===== src/rtl/vuc_pkg.sv =====
package vuc_pkg;
    typedef enum logic [1:0] {
        PH_DROP = 2'd0,
        PH_HOLD = 2'd1,
        PH_RUN  = 2'd2
    } phase_e;
endpackage


===== src/rtl/vuc_fifo.sv =====
module vuc_fifo #(
    parameter int DATA_W = 10,
    parameter int DEPTH  = 16
) (
    input  logic              clk,
    input  logic              rst_n,
    input  logic              flush,
    input  logic              push,
    input  logic [DATA_W-1:0] wdata,
    input  logic              pop,
    output logic [DATA_W-1:0] head,
    output logic              empty,
    output logic              full
);
    localparam int AW = (DEPTH > 1) ? $clog2(DEPTH) : 1;
    localparam int CW = AW + 1;

    typedef struct packed {
        logic [AW-1:0] wp;
        logic [AW-1:0] rp;
        logic [CW-1:0] cnt;
    } fifo_regs_t;

    fifo_regs_t r_d, r_q;
    logic [DATA_W-1:0] mem [DEPTH];
    logic do_push, do_pop;

    function automatic logic [AW-1:0] bump(input logic [AW-1:0] p);
        return (p == AW'(DEPTH - 1)) ? '0 : p + AW'(1);
    endfunction

    assign empty   = (r_q.cnt == '0);
    assign full    = (r_q.cnt == CW'(DEPTH));
    assign head    = mem[r_q.rp];
    assign do_push = push && !full && !flush;
    assign do_pop  = pop && !empty && !flush;

    always_comb begin
        r_d = r_q;
        if (flush) begin
            r_d = '0;
        end else begin
            if (do_push) r_d.wp = bump(r_q.wp);
            if (do_pop)  r_d.rp = bump(r_q.rp);
            case ({do_push, do_pop})
                2'b10:   r_d.cnt = r_q.cnt + CW'(1);
                2'b01:   r_d.cnt = r_q.cnt - CW'(1);
                default: r_d.cnt = r_q.cnt;
            endcase
        end
    end

    always_ff @(posedge clk) begin
        if (!rst_n) r_q <= '0;
        else        r_q <= r_d;
    end

    always_ff @(posedge clk) begin
        if (do_push) mem[r_q.wp] <= wdata;
    end
endmodule


===== src/rtl/vuc_status.sv =====
module vuc_status #(
    parameter int CSR_W  = 8,
    parameter int UF_BIT = 2
) (
    input  logic             clk,
    input  logic             rst_n,
    input  logic             set_uf,
    input  logic             csr_wr,
    input  logic [CSR_W-1:0] csr_wdata,
    output logic [CSR_W-1:0] status
);
    typedef struct packed {
        logic uf;
    } stat_regs_t;

    stat_regs_t r_d, r_q;

    always_comb begin
        r_d = r_q;
        if (set_uf)
            r_d.uf = 1'b1;
        else if (csr_wr && csr_wdata[UF_BIT])
            r_d.uf = 1'b0;
    end

    always_ff @(posedge clk) begin
        if (!rst_n) r_q <= '0;
        else        r_q <= r_d;
    end

    always_comb begin
        status         = '0;
        status[UF_BIT] = r_q.uf;
    end
endmodule


===== src/rtl/vid_underflow_ctrl.sv =====
module vid_underflow_ctrl
    import vuc_pkg::*;
#(
    parameter int               DATA_W    = 10,
    parameter int               DEPTH     = 16,
    parameter int               CSR_W     = 8,
    parameter logic [DATA_W-1:0] BLANK_PIX = '0
) (
    input  logic              clk,
    input  logic              rst_n,
    input  logic [DATA_W-1:0] s_data,
    input  logic              s_valid,
    input  logic              s_sop,
    output logic              s_ready,
    input  logic              pix_req,
    input  logic              frame_start,
    output logic [DATA_W-1:0] vid_data,
    input  logic              csr_wr,
    input  logic [CSR_W-1:0]  csr_wdata,
    output logic [CSR_W-1:0]  status
);
    localparam int UF_BIT = 2;

    typedef struct packed {
        phase_e            ph;
        logic [DATA_W-1:0] pix;
    } ctl_regs_t;

    ctl_regs_t r_d, r_q;

    logic [DATA_W-1:0] fifo_head;
    logic fifo_empty, fifo_full;
    logic align_now, live, uf, take, push;

    assign align_now = (r_q.ph == PH_HOLD) && frame_start;
    assign live      = (r_q.ph == PH_RUN) || align_now;
    assign uf        = live && pix_req && fifo_empty;
    assign take      = live && pix_req && !fifo_empty;
    assign s_ready   = (r_q.ph == PH_DROP) ? 1'b1 : !fifo_full;
    assign push      = s_valid && s_ready && !uf && ((r_q.ph != PH_DROP) || s_sop);

    vuc_fifo #(
        .DATA_W(DATA_W),
        .DEPTH (DEPTH)
    ) u_fifo (
        .clk  (clk),
        .rst_n(rst_n),
        .flush(uf),
        .push (push),
        .wdata(s_data),
        .pop  (take),
        .head (fifo_head),
        .empty(fifo_empty),
        .full (fifo_full)
    );

    vuc_status #(
        .CSR_W (CSR_W),
        .UF_BIT(UF_BIT)
    ) u_status (
        .clk      (clk),
        .rst_n    (rst_n),
        .set_uf   (uf),
        .csr_wr   (csr_wr),
        .csr_wdata(csr_wdata),
        .status   (status)
    );

    always_comb begin
        r_d     = r_q;
        r_d.pix = take ? fifo_head : BLANK_PIX;
        unique case (r_q.ph)
            PH_DROP: if (push) r_d.ph = PH_HOLD;
            PH_HOLD: if (frame_start) r_d.ph = PH_RUN;
            PH_RUN:  r_d.ph = PH_RUN;
            default: r_d.ph = PH_DROP;
        endcase
        if (uf) r_d.ph = PH_DROP;
    end

    always_ff @(posedge clk) begin
        if (!rst_n) begin
            r_q.ph  <= PH_DROP;
            r_q.pix <= BLANK_PIX;
        end else begin
            r_q <= r_d;
        end
    end

    assign vid_data = r_q.pix;
endmodule


===== config.mk =====
export PLATFORM = sky130hd
export DESIGN_NAME = vid_underflow_ctrl
export DESIGN_NICKNAME = d
export VERILOG_FILES = /design/src/rtl/vuc_pkg.sv /design/src/rtl/vuc_fifo.sv /design/src/rtl/vuc_status.sv /design/src/rtl/vid_underflow_ctrl.sv
export SDC_FILE = /design/constraint.sdc
export NUM_CORES = 1
export LEC_CHECK = 0
export ABC_AREA = 1
export BUFFER_PORTS_ARGS = -buffer_cell sky130_fd_sc_hd__buf_2
export CORE_MARGIN = 2
export CORE_UTILIZATION = 45
export CTS_CLUSTER_SIZE = 20
export DETAILED_ROUTE_END_ITERATION = 16
export GPL_TIMING_DRIVEN = 0
export PLACE_DENSITY = 0.67
export SETUP_SLACK_MARGIN = 0.4
export SLEW_MARGIN = 10
export SYNTH_ARGS = -nofsm -noshare
export SYNTH_HDL_FRONTEND = slang
export SYNTH_SLANG_ARGS = --single-unit

===== constraint.sdc =====
create_clock -name clk -period 2.25 [get_ports clk]
set_input_delay 0.5625 -clock clk [delete_from_list [all_inputs] [get_ports clk]]
set_output_delay 0.5625 -clock clk [all_outputs]
set_load 0.01 [all_outputs]

## Word-level counts from Yosys, hierarchy flattened

Memories as Yosys holds them, arrays and structs flattened. A register that Yosys moved wholly into a read port is not among the register bits.
Index checks and enable logic that the tools add are counted.

- Bits in registers: 16
- Memory bits (writable): 160
- Input port bits: 25
- Output and inout bits: 19
- Logic and storage cells: 57
- Memories kept: 1

- Add/sub/neg operators: 4
- Equal/unequal tests: 9
- Multiplexer cells: 11
- Bitwise operators: 1
- Reductions and logical operators: 26

Memory list:

| memory | depth | width | read ports | clocked after memory_dff | wr ports | RTL line | source |
|---|---|---|---|---|---|---|---|
| u_fifo.mem | 16 | 10 | 1 | 1 | 1 | vuc_fifo.sv:25 | `logic [DATA_W-1:0] mem [DEPTH];` |

Operator list:

| kind | number |
|---|---|
| 1-bit logical AND | 12 |
| 5-bit case mux with 2 select lines | 1 |
| 4-bit by 1-bit adder with 4-bit output (second input constant) | 2 |
| 4-bit equality test (second input constant) | 2 |
| 4-bit two-way mux | 2 |
| 2-bit case mux with 3 select lines | 1 |
| 2-bit nonzero test | 3 |
| 5-bit by 1-bit adder with 5-bit output (second input constant) | 1 |
| 5-bit equality test (second input constant) | 1 |
| 5-bit logical NOT | 1 |
| 1-bit two-way mux | 5 |
| 5-bit by 1-bit subtractor with 5-bit output (second input constant) | 1 |
| 2-bit by 1-bit equality test with 1-bit output (second input constant) | 2 |
| 2-bit equality test (second input constant) | 2 |
| 1-bit logical NOT | 4 |
| 2-bit two-way mux | 2 |
| 2-bit AND reduction | 2 |
| 2-bit logical NOT | 1 |
| 1-bit logical OR | 2 |
| 2-bit by 1-bit inequality test with 1-bit output (second input constant) | 1 |
| 2-bit inequality test (second input constant) | 1 |
| 2-bit OR reduction | 1 |
| 1-bit inverter | 1 |

## Longest topological paths before layout

- Depth after elaboration: 12
- Gate-level depth with buffers: 19
- Gate-level depth less buffers: 19

## Hierarchy

From an unflattened synthesis, not the netlist that was laid out.

- Cells, all modules: 747
- Area total of the unflattened synthesis: 8266.7 um2

Modules (own cells, without submodules):

| module | instances | cells an instance | area each (um2) | seq. area each (um2) |
|---|---|---|---|---|
| vuc_fifo | 1 | 654 | 7569.8 | 5144.9 |
| vid_underflow_ctrl | 1 | 78 | 589.3 | 240.2 |
| vuc_status | 1 | 15 | 107.6 | 20.0 |

## Least setup slack after synthesis

No wires, ideal clock.

- Kind: register -> register
- From: register r_q[10] (netlist bit)
- To: register u_fifo.r_q[4] (netlist bit)
- Library setup time: 0.070 ns
- Data arrival time: 2.256 ns
- Required time: 2.180 ns
- Setup slack: -0.076 ns
- Stages on the path, launching flop included: 17
- Buffers on the path: 0
- Clock period less this slack: 2.326 ns
- Path through: dfxtp_1 -> inv_1 -> ha_1 -> inv_1 -> nand4_1 -> nand4_4 -> ha_1 -> xor2_1 -> ha_1 -> inv_1 -> nand2_1 -> nand3_1 -> nand2_1 -> nand2_1 -> nand2_1 -> nand2_1 -> a21oi_1

- Elaborated cells between the ends (all ways): 24
- Those cells by class: 4 x eq/ne; 2 x mux; 18 x reduce/logical

RTL lines:

| item | RTL line | source |
|---|---|---|
| start, declared | vid_underflow_ctrl.sv:29 | `ctl_regs_t r_d, r_q;` |
| start signal, assigned | vid_underflow_ctrl.sv:86 | `r_q <= r_d;` |
| 2-bit logical NOT (*) | vid_underflow_ctrl.sv:39 | `assign s_ready = (r_q.ph == PH_DROP) ? 1'b1 : !fifo_full;` |
| 1-bit two-way mux (*) | vid_underflow_ctrl.sv:39 |  |
| named net s_ready | vid_underflow_ctrl.sv:14 | `output logic s_ready,` |
| 1-bit logical AND (*) (3 in series) | vid_underflow_ctrl.sv:40 | `assign push = s_valid && s_ready && !uf && ((r_q.ph != PH_DROP) \|\| s_sop);` |
| 1-bit logical AND (*) (2 in series) | vuc_fifo.sv:35 | `assign do_push = push && !full && !flush;` |
| 2-bit by 1-bit equality test with 1-bit output / 2-bit equality test (equally long branches) | vuc_fifo.sv:45 | `case ({do_push, do_pop})` |
| 5-bit case mux with 2 select lines / 2-bit nonzero test (equally long branches) | n/a |  |
| end signal, assigned | vuc_fifo.sv:55 | `else r_q <= r_d;` |
| end, declared | vuc_fifo.sv:24 | `fifo_regs_t r_d, r_q;` |

Mark *: on every way through the listed nets, which the timed path passes. The rest lies on a longest branch.
A chain may end at the register's enable or synchronous reset.

## Final worst setup path

- From: register r_q[11] (netlist bit)
- To: memory u_fifo.mem[4][3], enable pin

- Word-level cells in the longest chain between the ends: 12
- Elaborated cells between the ends (all ways): 18
- Those cells by class: 2 x eq/ne; 3 x mux; 13 x reduce/logical

Ends and longest elaborated chain:

| item | RTL line | source |
|---|---|---|
| 2-bit by 1-bit equality test with 1-bit output | vid_underflow_ctrl.sv:35 | `assign align_now = (r_q.ph == PH_HOLD) && frame_start;` |
| 1-bit logical AND | vid_underflow_ctrl.sv:35 |  |
| 1-bit logical OR | vid_underflow_ctrl.sv:36 | `assign live = (r_q.ph == PH_RUN) \|\| align_now;` |
| 1-bit logical AND (2 in series) | vid_underflow_ctrl.sv:37 | `assign uf = live && pix_req && fifo_empty;` |
| 1-bit logical NOT | vuc_fifo.sv:35, vid_underflow_ctrl.sv:40 |  |
| 1-bit logical AND (2 in series) | vid_underflow_ctrl.sv:40 |  |
| 1-bit logical AND | vuc_fifo.sv:35 |  |
| 1-bit logical AND (*) | vuc_fifo.sv:35 |  |
| 1-bit two-way mux (*) | vuc_fifo.sv:59 | `if (do_push) mem[r_q.wp] <= wdata;` |
| 1-bit two-way mux (not written as such) (*) | vuc_fifo.sv:59 |  |
| end, declared | vuc_fifo.sv:25 |  |

Mark *: on every way between the ends. The rest lies on a longest branch, timed or not.

==> impl_metrics.tcl <==
set metrics [dict create \
    cts_root_buffer "clkbuf_16" \
    cp_max_fo 5 \
    hold_start "csr_wdata[2]" \
    synth_area_leaders "edfxtp_1 61%, nor2_1 7.1%, dfxtp_1 6.6%" \
    wl_per_cell_um 19.2 \
    final_max_slew_viol_count 0 \
    drt-initial-drc-count 672 \
    viasPerCell 5.40 \
    grt_max_degree 17 \
    max_freq_ghz 0.435 \
    nFillCells 1357 \
    crit_type "reg -> reg" \
    multi_input_area_um2 2460 \
    irDropWorstVdd_mv 0.611 \
    die_h_um 136 \
    first_global_vias 5434 \
    cts_buffer_depth 2 \
    violations "setup timing" \
    finalCriticalPeriod_ns 2.30 \
    grt_pass1_wl_mm 29.9 \
    async_flop_share_pct 0 \
    whs_ns 0.419 \
    synth_cells 703 \
    yosysUniqueCellTypes 34 \
    yosys.area_share.simple_pct 13.4 \
    tightest_slew_ns 0.687 \
    place_area_um2 8380 \
    worstSkewPairLatency_ns 0.44 \
    instances_no_fill 1062 \
    fin_crit_sh_pct 102 \
    wl_met3_mm 1.19 \
    gr-usage-all-layers_pct 22.1 \
    initial_core_util_pct 45.8 \
    synth_xor_area_share_pct 0.668 \
    dp_cells 963 \
    worstSetupStartpoint "r_q[11]" \
    maxCapViolations 0 \
    synth-main-ff-cell "edfxtp_1" \
    hold_buffers 0 \
    antenna_left 0 \
    synth-compound-area-share_pct 10.3 \
    dieArea_um2 18600 \
    die_x_um 136 \
    drc 0 \
    htreeDepth 4 \
    hold_path_class "in -> reg" \
    dr.pass1.iters 6 \
    finalHoldViolCount 0 \
    status "complete, but fails checks" \
    n_antenna_cell 0 \
    ios 44 \
    synth_adder_area_share_pct 2.07 \
    r2r_start "r_q[11]" \
    end_kind "register" \
    synth_seq_cells 186 \
    seq_area_um2 5330 \
    synthMuxAreaShare_pct 0 \
    required_ns 2.41 \
    startpoint_type "register" \
    ys_seq_area_share_pct 67.7 \
    yosys_warnings 0 \
    p_total_uw 9630 \
    yosysMostFrequentCell "edfxtp_1" \
    place_congestion 0.859 \
    netlist_area_um2 7870 \
    setup_tns_ns -0.525 \
    rows 48 \
    drive_gt1_share_pct 28.1 \
    wl_met1_mm 8.20 \
    synth_top_area_share_pct 61.1 \
    p_leak_uw 0.00377 \
    rsz0062_at_grt "yes" \
    clk_pin_slew_ns 0.07 \
    grt_overflow 0 \
    setup_viol 21 \
    avgSynthCellArea_um2 11.2 \
    nets 862 \
    dr_total_vias 5739 \
    antenna_found_initial 0 \
    synth_top_family_by_area "simple AND/OR/NAND/NOR gates" \
    wl_mm 20.4 \
    syn_to_final_growth_pct 29.7 \
    synth_top_cell_by_area "edfxtp_1" \
    fin_ws_ns -0.0468 \
    synth_edf_count 160 \
    relSlewSlack_pct 54.0 \
    arrival_ns 2.45 \
    met2_wirelength_mm 10.4 \
    synth_common_cells "160 x edfxtp_1, 148 x nor2_1, 79 x nand2_1, 78 x o21ai_0, 36 x inv_1" \
    clock_skew_ns 0.00869 \
    dp_hpwl_mm 11.8 \
    cts.sinks 186 \
    core_area_um2 17200 \
    numCtsBuffers 17 \
    routed.top_layer "met4" \
    port_buffers 29 \
    cts_tree "yes" \
    powerDensity_nw_per_um2 944 \
    fin_area_um2 10200 \
]
critical path, stage by stage, from the launching register on:
cell       delay (ns)
dfxtp_4          0.38
inv_4            0.05
ha_4             0.15
nand2_2          0.05
nand2_2          0.06
nand2_4          0.09
inv_4            0.04
nand2_4          0.07
nand4_4          0.13
buf_6            0.17
inv_4            0.06
buf_6            0.09
buf_8            0.12
nand2_8          0.06
buf_12           0.14
nor2_4           0.17
clkbuf_16        0.18
layout by cell type (no fill, tap or decap), types with 7 or more instances in the layout:
| cell type | n |
|---|---|
| o21ai_1 | 27 |
| nand2_1 | 69 |
| o211ai_1 | 20 |
| nand3_1 | 18 |
| buf_2 | 42 |
| conb_1 | 7 |
| nor2_4 | 19 |
| clkbuf_16 | 24 |
| inv_2 | 7 |
| nand2_2 | 9 |
| inv_1 | 27 |
| a21oi_1 | 22 |
| buf_12 | 21 |
| o21ai_0 | 75 |
| buf_4 | 47 |
| buf_6 | 16 |
| dfxtp_1 | 24 |
| edfxtp_1 | 160 |
| nor2_1 | 130 |
final timing paths:
check / depth (start not counted) / slack (ns) / to
min: 4 / 0.42 / u_status.r_q
max: 16 / -0.05 / u_fifo.mem[4][3]
max reg2reg: 16 / -0.05 / u_fifo.mem[4][3]
min reg2reg: 2 / 0.49 / u_status.r_q
state kept, by name (all words and copies together), names as in the netlist:
register	cells
u_fifo.r_q	13
r_q	2
vid_data	10
u_status.r_q	1
u_fifo.mem	160
logic make-up (layout without fill, tap and decap cells):
group	after synthesis	count (layout)
simple gates	260	260
other cells	1	7
fa+ha+maj	13	13
compound gates	149	149
flops	186	186
xor+xnor	6	6
buf+inv	88	216
layer usage:
metal / global-route usage, % / vias up
met5: 0 / -
met4: 10.6 / 0
met3: 3.58 / 56
met2: 37.1 / 248
met1: 27.8 / 2783
li1: - / 2652
metrics by stage:
| stage | util (%) | setup WS (ns) |
|---|---|---|
| after detailed placement | 48.8 | -0.580 |
| after floorplan | - | 0.119 |
| after CTS | 57.4 | 0.00436 |
| after global routing | 59.4 | -0.117 |
| final | 59.4 | -0.0468 |
| after global placement | 48.8 | -0.493 |
report_power, final:
| group | total [uW] | switching (uW) | leakage [uW] | internal (uW) |
|---|---|---|---|---|
| clock network | 2870 | 1310 | 0.000275 | 1560 |
| logic | 2690 | 1490 | 0.00184 | 1200 |
| registers | 4070 | 138 | 0.00165 | 3930 |
layout make-up:
type	instances	share of cell area [%]
clock buffer	18	4.30
inverter	40	1.59
sequential	186	52.3
clock inverter	14	1.19
buffer	48	3.03
timing repair buffer	96	10.8
tap	225	2.76
multi-input combinational	435	24.1
repair_timing:
item / in CTS / in global routing
endpoints found under the setup margin: 166 / 171
resized for setup: 54 / 45
pin swaps: 26 / 27
cloned: 4 / 3
buffers inserted: 47 / 13
endpoints found under the hold margin: 0 / 0
(Power assumes the default switching activity.)
